$ cat config.mk
export PLATFORM = sky130hd
export DESIGN_NAME = tmr_top
export DESIGN_NICKNAME = d
export VERILOG_FILES = /design/src/rtl/tmr_pkg.sv /design/src/rtl/tmr_prescaler.sv /design/src/rtl/tmr_sync.sv /design/src/rtl/tmr_ctrl.sv /design/src/rtl/tmr_datapath.sv /design/src/rtl/tmr_top.sv
export SDC_FILE = /design/constraint.sdc
export NUM_CORES = 1
export LEC_CHECK = 0
export ABC_CLOCK_PERIOD_IN_PS = 2300
export BUFFER_PORTS_ARGS = -buffer_cell sky130_fd_sc_hd__buf_2
export CAP_MARGIN = 40
export CORE_MARGIN = 2
export CORE_UTILIZATION = 30
export DETAILED_ROUTE_END_ITERATION = 6
export GPL_TIMING_DRIVEN = 0
export HOLD_SLACK_MARGIN = 0.1
export REMOVE_ABC_BUFFERS = 1
export SLEW_MARGIN = 0
export SYNTH_ARGS = -nofsm -noshare
export SYNTH_HDL_FRONTEND = slang
export SYNTH_SLANG_ARGS = --single-unit
$ cat constraint.sdc
create_clock -name clk -period 2.3 [get_ports clk]
set_clock_uncertainty 0.1 [all_clocks]
set_input_delay 0.115 -clock clk [delete_from_list [all_inputs] [get_ports clk]]
set_output_delay 0.115 -clock clk [all_outputs]
set_load 0.005 [all_outputs]
$ cat src/rtl/tmr_pkg.sv
package tmr_pkg;
  localparam int SEL_W  = 4;
  localparam int CNT_W  = 16;
  localparam int DATA_W = 16;

  localparam logic [SEL_W-1:0] SEL_OFF   = 4'd0;
  localparam logic [SEL_W-1:0] SEL_FIXED = 4'hB;

  localparam logic [1:0] REG_CTRL   = 2'd0;
  localparam logic [1:0] REG_FIXED  = 2'd1;
  localparam logic [1:0] REG_COUNT  = 2'd2;
  localparam logic [1:0] REG_STATUS = 2'd3;

  typedef struct packed {
    logic             irqEn;
    logic             update;
    logic             reload;
    logic [SEL_W-1:0] sel;
  } chCtrl_t;

  typedef struct packed {
    logic tick;
    logic wrFixed;
    logic loadRun;
    logic reload;
    logic clrStatus;
  } chStrobe_t;
endpackage

$ cat src/rtl/tmr_prescaler.sv
module tmr_prescaler #(
  parameter int DIV = 750
) (
  input  logic clk,
  input  logic rstN,
  output logic fixedTick
);
  localparam int PW = (DIV > 1) ? $clog2(DIV) : 1;
  localparam logic [PW-1:0] LAST = PW'(DIV - 1);

  logic [PW-1:0] divCnt;

  always_ff @(posedge clk) begin
    if (!rstN) begin
      divCnt <= '0;
    end else if (divCnt == LAST) begin
      divCnt <= '0;
    end else begin
      divCnt <= divCnt + 1'b1;
    end
  end

  assign fixedTick = (divCnt == LAST);
endmodule

$ cat src/rtl/tmr_sync.sv
module tmr_sync #(
  parameter int W = 8
) (
  input  logic         clk,
  input  logic         rstN,
  input  logic [W-1:0] asyncIn,
  output logic [W-1:0] risePulse
);
  logic [W-1:0] meta;
  logic [W-1:0] stable;
  logic [W-1:0] last;

  always_ff @(posedge clk) begin
    if (!rstN) begin
      meta   <= '0;
      stable <= '0;
      last   <= '0;
    end else begin
      meta   <= asyncIn;
      stable <= meta;
      last   <= stable;
    end
  end

  assign risePulse = stable & ~last;
endmodule

$ cat src/rtl/tmr_ctrl.sv
module tmr_ctrl
  import tmr_pkg::*;
#(
  parameter int NCH  = 2,
  parameter int NEXT = 8,
  parameter int AW   = $clog2(NCH) + 2
) (
  input  logic                        clk,
  input  logic                        rstN,
  input  logic                        regWrEn,
  input  logic [AW-1:0]               regAddr,
  input  logic [DATA_W-1:0]           regWrData,
  input  logic                        fixedTick,
  input  logic [NEXT-1:0]             extRise,
  input  logic [NCH-1:0][CNT_W-1:0]   countQ,
  input  logic [NCH-1:0][CNT_W-1:0]   fixedQ,
  input  logic [NCH-1:0]              statusQ,
  output chCtrl_t [NCH-1:0]           ctrlQ,
  output chStrobe_t [NCH-1:0]         strobe,
  output logic [DATA_W-1:0]           regRdData
);
  localparam int CHW = AW - 2;

  logic [CHW-1:0] chSel;
  logic [1:0]     regSel;

  assign chSel  = regAddr[AW-1:2];
  assign regSel = regAddr[1:0];

  for (genvar c = 0; c < NCH; c++) begin : g_ch
    logic chHit;
    logic chTick;

    assign chHit = regWrEn && (chSel == CHW'(c));

    always_ff @(posedge clk) begin
      if (!rstN) begin
        ctrlQ[c] <= '0;
      end else if (chHit && regSel == REG_CTRL) begin
        ctrlQ[c].sel    <= regWrData[SEL_W-1:0];
        ctrlQ[c].reload <= regWrData[4];
        ctrlQ[c].update <= regWrData[5];
        ctrlQ[c].irqEn  <= regWrData[6];
      end
    end

    always_comb begin
      chTick = 1'b0;
      if (ctrlQ[c].sel == SEL_FIXED) begin
        chTick = fixedTick;
      end else begin
        for (int k = 0; k < NEXT; k++) begin
          if (ctrlQ[c].sel == SEL_W'(k + 1)) chTick = extRise[k];
        end
      end
    end

    assign strobe[c].tick      = chTick;
    assign strobe[c].wrFixed   = chHit && (regSel == REG_FIXED);
    assign strobe[c].loadRun   = chHit && (regSel == REG_FIXED) && ctrlQ[c].update;
    assign strobe[c].reload    = ctrlQ[c].reload;
    assign strobe[c].clrStatus = chHit && (regSel == REG_STATUS) && regWrData[0];
  end

  always_comb begin
    regRdData = '0;
    for (int c = 0; c < NCH; c++) begin
      if (chSel == CHW'(c)) begin
        unique case (regSel)
          REG_CTRL:   regRdData = DATA_W'({ctrlQ[c].irqEn, ctrlQ[c].update,
                                           ctrlQ[c].reload, ctrlQ[c].sel});
          REG_FIXED:  regRdData = DATA_W'(fixedQ[c]);
          REG_COUNT:  regRdData = DATA_W'(countQ[c]);
          REG_STATUS: regRdData = DATA_W'(statusQ[c]);
          default:    regRdData = '0;
        endcase
      end
    end
  end
endmodule

$ cat src/rtl/tmr_datapath.sv
module tmr_datapath
  import tmr_pkg::*;
#(
  parameter int NCH = 2
) (
  input  logic                      clk,
  input  logic                      rstN,
  input  chStrobe_t [NCH-1:0]       strobe,
  input  logic [DATA_W-1:0]         wrData,
  output logic [NCH-1:0][CNT_W-1:0] countQ,
  output logic [NCH-1:0][CNT_W-1:0] fixedQ,
  output logic [NCH-1:0]            statusQ
);
  for (genvar c = 0; c < NCH; c++) begin : g_ch
    logic armed;
    logic expire;

    assign expire = strobe[c].tick && armed && (countQ[c] == '0) && !strobe[c].loadRun;

    always_ff @(posedge clk) begin
      if (!rstN) begin
        fixedQ[c] <= '0;
        countQ[c] <= '0;
        armed     <= 1'b0;
      end else begin
        if (strobe[c].wrFixed) fixedQ[c] <= wrData[CNT_W-1:0];
        if (strobe[c].loadRun) begin
          countQ[c] <= wrData[CNT_W-1:0];
          armed     <= 1'b1;
        end else if (strobe[c].tick && armed) begin
          if (countQ[c] != '0) begin
            countQ[c] <= countQ[c] - 1'b1;
          end else if (strobe[c].reload) begin
            countQ[c] <= fixedQ[c];
          end else begin
            armed <= 1'b0;
          end
        end
      end
    end

    always_ff @(posedge clk) begin
      if (!rstN) begin
        statusQ[c] <= 1'b0;
      end else if (expire) begin
        statusQ[c] <= 1'b1;
      end else if (strobe[c].clrStatus) begin
        statusQ[c] <= 1'b0;
      end
    end
  end
endmodule

$ cat src/rtl/tmr_top.sv
module tmr_top
  import tmr_pkg::*;
#(
  parameter int NCH  = 2,
  parameter int NEXT = 8,
  parameter int DIV  = 750,
  parameter int AW   = $clog2(NCH) + 2
) (
  input  logic              clk,
  input  logic              rstN,
  input  logic              regWrEn,
  input  logic [AW-1:0]     regAddr,
  input  logic [DATA_W-1:0] regWrData,
  output logic [DATA_W-1:0] regRdData,
  input  logic [NEXT-1:0]   extIn,
  output logic [NCH-1:0]    irq
);
  logic                      fixedTick;
  logic [NEXT-1:0]           extRise;
  chCtrl_t [NCH-1:0]         ctrlQ;
  chStrobe_t [NCH-1:0]       strobe;
  logic [NCH-1:0][CNT_W-1:0] countQ;
  logic [NCH-1:0][CNT_W-1:0] fixedQ;
  logic [NCH-1:0]            statusQ;

  tmr_prescaler #(.DIV(DIV)) u_pre (
    .clk(clk), .rstN(rstN), .fixedTick(fixedTick)
  );

  tmr_sync #(.W(NEXT)) u_sync (
    .clk(clk), .rstN(rstN), .asyncIn(extIn), .risePulse(extRise)
  );

  tmr_ctrl #(.NCH(NCH), .NEXT(NEXT), .AW(AW)) u_ctrl (
    .clk(clk), .rstN(rstN), .regWrEn(regWrEn), .regAddr(regAddr),
    .regWrData(regWrData), .fixedTick(fixedTick), .extRise(extRise),
    .countQ(countQ), .fixedQ(fixedQ), .statusQ(statusQ),
    .ctrlQ(ctrlQ), .strobe(strobe), .regRdData(regRdData)
  );

  tmr_datapath #(.NCH(NCH)) u_dp (
    .clk(clk), .rstN(rstN), .strobe(strobe), .wrData(regWrData),
    .countQ(countQ), .fixedQ(fixedQ), .statusQ(statusQ)
  );

  for (genvar c = 0; c < NCH; c++) begin : g_irq
    assign irq[c] = statusQ[c] & ctrlQ[c].irqEn;
  end
endmodule

==> metrics.txt, run 1 <==
top cell type by total area after synthesis=dfxtp_1; Worst Path Required=roughly 2.5 ns; num rows=52; layout cells sized above 1=0.223; Die H=roughly 150 µm; fin area=0.00817 mm²; final hold vios=0; CTS clock-pin slew for the worst setup and hold paths=approximately 0.060 ns; Post-synth top cells=nand2_1, dfxtp_1, a21oi_1, nor2_1, clkbuf_1; min Tclk post-route=roughly 2.2 ns; die area=roughly 0.022 mm²; fin util=0.400; number of global-route vias before repair=roughly 5600; # DRC=0; post-synthesis cell area=0.00629 mm²; initial antenna violation count=0; ant diodes=0; Wirelength per Cell=17.4 µm; Antenna Violating Nets Remaining=0; Max H-tree Level=4; Total Nets Final=900; DP Wirelength=12400 µm; clk sinks=approximately 120; io pins=48; Hold Crit Class=in -> reg; post-DR vias/cell=between 5 and 6; root buffer cell=clkbuf_16; max-cap violations=0; gr usage total=0.179; DP Area=0.00667 mm²; most frequent cell after synthesis=nand2_1; Synth Warn #=0; global route overflow=0; CTS buffer count=17; largest cells by area after synthesis=dfxtp_1, a21oi_1, nand2_1; largest net degree at the start of global routing=between 40 and 50; final setup fails=0; Max Fclk=0.445 GHz; crit start category=register; Total Wirelength=roughly 20000 µm; Post-Layout Cell Count=roughly 1100; # placed instances=1045; DRT iter0 DRCs=407; Seq cells post-synth=roughly 120; area grow syn2layout=29.9%; Max Transition Viols Final=0; Critical Path Sink Type=register; Tightest Pin Transition=0.930 ns; Final GP Congestion=around 0.79; first-pass GRT wire length=31100 µm; Initial Util=0.308; worst hold slack=0.172 ns; r2r setup slk=0.05 ns; Worst EP arrival=between 2 and 2.5 ns; EDFF count, synth=0; Final WS setup=0.0505 ns; power per cell area=between 600 and 700 mW/mm²; CTS tree=yes; Die Wd=about 150 µm; sequential area share after synthesis=0.369; DP Worst Slack=-1.24 ns; top_reg_cell synth=dfxtp_1; Clk Latency, worst-skew pair=between 0.4 and 0.5 ns; status=completed; Slew HR=0.375; Tcrit/Tclk final=0.978; Syn Inst Count=between 700 and 800; CP Max Fanout=7; CTS Buffer Depth=2; P_leak=between 3 and 4 nW; area of the core=roughly 0.020 mm²; I/O Buffers=47; DRT Pass-1 Iters=6; Max VDD drop=between 0.5 and 0.6 mV; Setup CP Type=reg -> reg; Post-synth ARST share=0; Yosys cell types=roughly 80; vias=6209; top-area cell type share of the netlist area=0.369; Mean Syn Cell Area=8.08 µm²; RSZ-0062 raised after global routing=yes
## state kept, by name, summed over array words and instances, names as in the netlist
register,flops
u_ctrl.ctrlQ,14
u_dp.countQ,32
u_sync.last,8
u_dp.fixedQ,32
u_pre.divCnt,10
u_dp.g_ch.armed,2
u_dp.statusQ,2
u_sync.stable,8
u_sync.meta,8
## stage by stage
step | TNS (ns) | power [mW]
6_report | 0 | 5.04
5_1_grt | -0.103 | 5.23
4_1_cts | 0 | 5.06
3_5_place_dp | -41.76 | 2.46
3_3_place_gp | -175.67 | 2.44
2_1_floorplan | -16.25 | 2.28
## cells by family after synthesis
| kind of cell | share of synthesized area |
|---|---|
| compound gates | 0.237 |
| xor+xnor | 0.0251 |
| fa+ha+maj | 0.0119 |
| buf+inv | 0.0486 |
| flops | 0.369 |
| mux | 0.0494 |
| simple gates | 0.259 |
## path summary, 6_finish.rpt
kind	startpoint	endpoint	cells after the start
worst min register to register	u_sync.meta[4]$_SDFF_PN0_	u_sync.stable[4]$_SDFF_PN0_	1
worst min-delay path	regWrEn	u_dp.statusQ[0]$_SDFFE_PN0P_	4
worst max-delay path	u_sync.last[6]$_SDFF_PN0_	u_dp.countQ[27]$_SDFFE_PN0P_	9
worst max register to register	u_sync.last[6]$_SDFF_PN0_	u_dp.countQ[27]$_SDFFE_PN0P_	9
## what timing repair did
item	in CTS	in global routing
hold buffers	34	0
pin swaps	10	22
cloned	3	1
setup buffers	18	15
endpoints found under the setup margin	49	32
gates resized for setup	25	43
endpoints found under the hold margin	88	0
## power by group
part	internal, mW	switching (mW)	total (mW)
Combinational	0.178	0.240	0.418
Clock	1.57	0.974	2.54
Sequential	2.05	0.0306	2.08
## worst max-delay path: stages (launching register included)
cell and delay [ns]:
dfxtp_1 0.30, nand2b_1 0.16, o221ai_2 0.16, nor2_1 0.10, o41ai_4 0.33, buf_6 0.18, buf_6 0.13, nand4_1 0.21
a2bb2oi_1 0.21, o32ai_1 0.27
## layout by cell type (no fill, tap or decap), types with 25 or more instances in the layout
master / n
a21oi_1: 95
and2_1: 28
buf_4: 26
buf_2: 47
mux2i_1: 25
nor2_1: 54
nand2_1: 119
dfxtp_1: 102
o21ai_0: 34
dlygate4sd3_1: 34
## cell type report
class | instances | area [µm²]
Fill cell | 2101 | 12300
Multi-Input combinational cell | 599 | 3910
Sequential cell | 116 | 2350
Timing Repair Buffer | 119 | 955
Clock buffer | 21 | 470
Tap cell | 270 | 338
Clock inverter | 11 | 103
Inverter | 11 | 41.3
## layer usage
metal,up-vias,track usage,routed length [µm]
met5,-,0,0
met4,0,0.0562,354
met3,21,0.0343,1400
met2,230,0.275,8910
met1,2968,0.253,9270
li1,2990,-,-
(Power assumes the default switching activity.)
==> inputs of run 2 (changes only) <==
GPL_TIMING_DRIVEN = not set   (was 0)
==> metrics.txt, run 2 (synthesized netlist as in run 1, its figures left out) <==
Worst EP arrival=between 2 and 2.5 ns; I/O Buffers=47; Switching Fraction=0.249; Clk Latency, worst-skew pair=~0.43 ns; Total Nets Final=between 900 and 1000; Slew HR=0.589; Max H-tree Level=4; area grow syn2layout=30.1%; Die Wd=149 µm; max-cap violations=0; vias=roughly 6200; CTS Buffer Depth=2; min Tclk post-route=about 2.2 ns; final setup fails=0; CTS buffer count=17; number of global-route vias before repair=between 5000 and 6000; Total Wirelength=~20000 µm; root buffer cell=clkbuf_16; Setup CP Type=reg -> reg; Tightest Pin Transition=between 0.6 and 0.7 ns; met2 Use GR=0.278; Post-Layout Cell Count=1174; gr busiest metal=met2; DRT iter0 DRCs=approximately 430; Critical Path Sink Type=register; registers with the most flip-flops=u_dp.countQ: 32 flops, u_dp.fixedQ: 32 flops, u_ctrl.ctrlQ: 14 flops; gr usage total=0.182; most frequent cells in the layout=nand2_1, dfxtp_1, a21oi_1; setup_tns=0 ns; num rows=52; area of the core=around 0.020 mm²; Seq pwr share=0.397; Int Power=3.93 mW; power per cell area=around 640 mW/mm²; Clock power frac=0.524; most common cell after layout, fill and taps aside=nand2_1; sw power=1.30 mW; Critical path origin=u_ctrl.ctrlQ[8]$_SDFFE_PN0P_; RSZ-0062 raised after global routing=yes; Hold Crit Class=in -> reg; CP Max Fanout=6; DRT Pass-1 Iters=5; Max VDD drop=about 0.47 mV; Tcrit/Tclk final=0.972; CTS clock-pin slew for the worst setup and hold paths=~0.060 ns; # placed instances=1109; io pins=between 40 and 50; status=completed; Worst Path Required=~2.6 ns; Antenna Violating Nets Remaining=0; DP Wirelength=~14000 µm; die area=between 0.02 and 0.025 mm²; fin area=slightly above 0.008 mm²; Logic pwr share=0.079; post-DR vias/cell=around 5.3; # DRC=0; Die H=about 150 µm; worst hold slack=~0.1 ns; clk sinks=about 120; Wirelength per Cell=~17 µm; Final GP Congestion=approximately 0.86; CTS tree=yes; largest net degree at the start of global routing=63; P_leak=3.19 nW; hold_sp=rstN; Max Transition Viols Final=0; ant diodes=0; Max Fclk=roughly 0.45 GHz; initial antenna violation count=0; GR Util met3=0.0450; final hold vios=0; routing usage on met1=0.257; layout cells sized above 1=0.227; crit start category=register; Initial Util=0.308; global route overflow=0; DP Area=0.00717 mm²; worst r2r src=u_ctrl.ctrlQ[8]$_SDFFE_PN0P_; first-pass GRT wire length=a little over 30000 µm
-- run 2: cell count changes in the layout (fill, tap and decap cells not counted), moves of 3 or more --
cell           delta
a211oi_1          +5
a211oi_2          -5
buf_4            +46
buf_6             -7
clkbuf_8          -3
clkinv_4          +3
dfxtp_1          +12
dfxtp_2          -10
dlygate4sd3_1     -9
ha_1              +3
nor4_4            -3
-- run 2: per-layer routing --
metal	vias up	routed length [µm]
met5	-	0
met1	2954	9630
met4	0	230
met3	17	1250
met2	210	8810
li1	3032	-
-- run 2: critical path, cell delays in order (launching register included) --
cell and delay [ns]:
dfxtp_4 0.37, nand2_1 0.07, o221ai_2 0.19, nor2_2 0.08, o41ai_4 0.42, buf_4 0.19
nand2_4 0.07, or4_1 0.52, a31oi_1 0.16
-- run 2: final cells by class --
cell class	count	area, µm²
Clock buffer	17	425
Clock inverter	15	183
Fill cell	2079	12300
Inverter	11	41.3
Multi-Input combinational cell	596	3730
Sequential cell	116	2330
Tap cell	270	338
Timing Repair Buffer	149	1130
-- run 2: repair_timing --
action,4_1_cts,5_1_grt
setup buffers,0,7
setup endpoints to repair,0,23
endpoints found under the hold margin,83,0
gates resized for setup,0,14
hold buffers,25,0
-- run 2: final timing paths --
kind,endpoint,slack [ns],cells past startpoint
min reg2reg,u_sync.stable[6]$_SDFF_PN0_,0.33,1
max,u_dp.countQ[28]$_SDFFE_PN0P_,0.06,8
min,u_dp.countQ[9]$_SDFFE_PN0P_,0.1,3
max reg2reg,u_dp.countQ[28]$_SDFFE_PN0P_,0.06,8
-- run 2: power by group through the flow --
stage,Combinational (mW),Clock (mW),Sequential [mW]
detailed placement,0.372,0,2.12
global placement,0.370,0,2.12
floorplan,0.170,0,2.11
CTS,0.405,2.78,2.07
finish,0.413,2.74,2.07
global route,0.448,2.89,2.08
-- run 2: through the flow --
stage               setup slack [ns]  power, mW  utilization
floorplan                     -0.641       2.28            -
global placement              0.0754       2.49        0.351
detailed placement            0.0449       2.49        0.351
CTS                           0.0112       5.25        0.393
global route                 -0.0220       5.42        0.400
finish                        0.0648       5.23        0.400
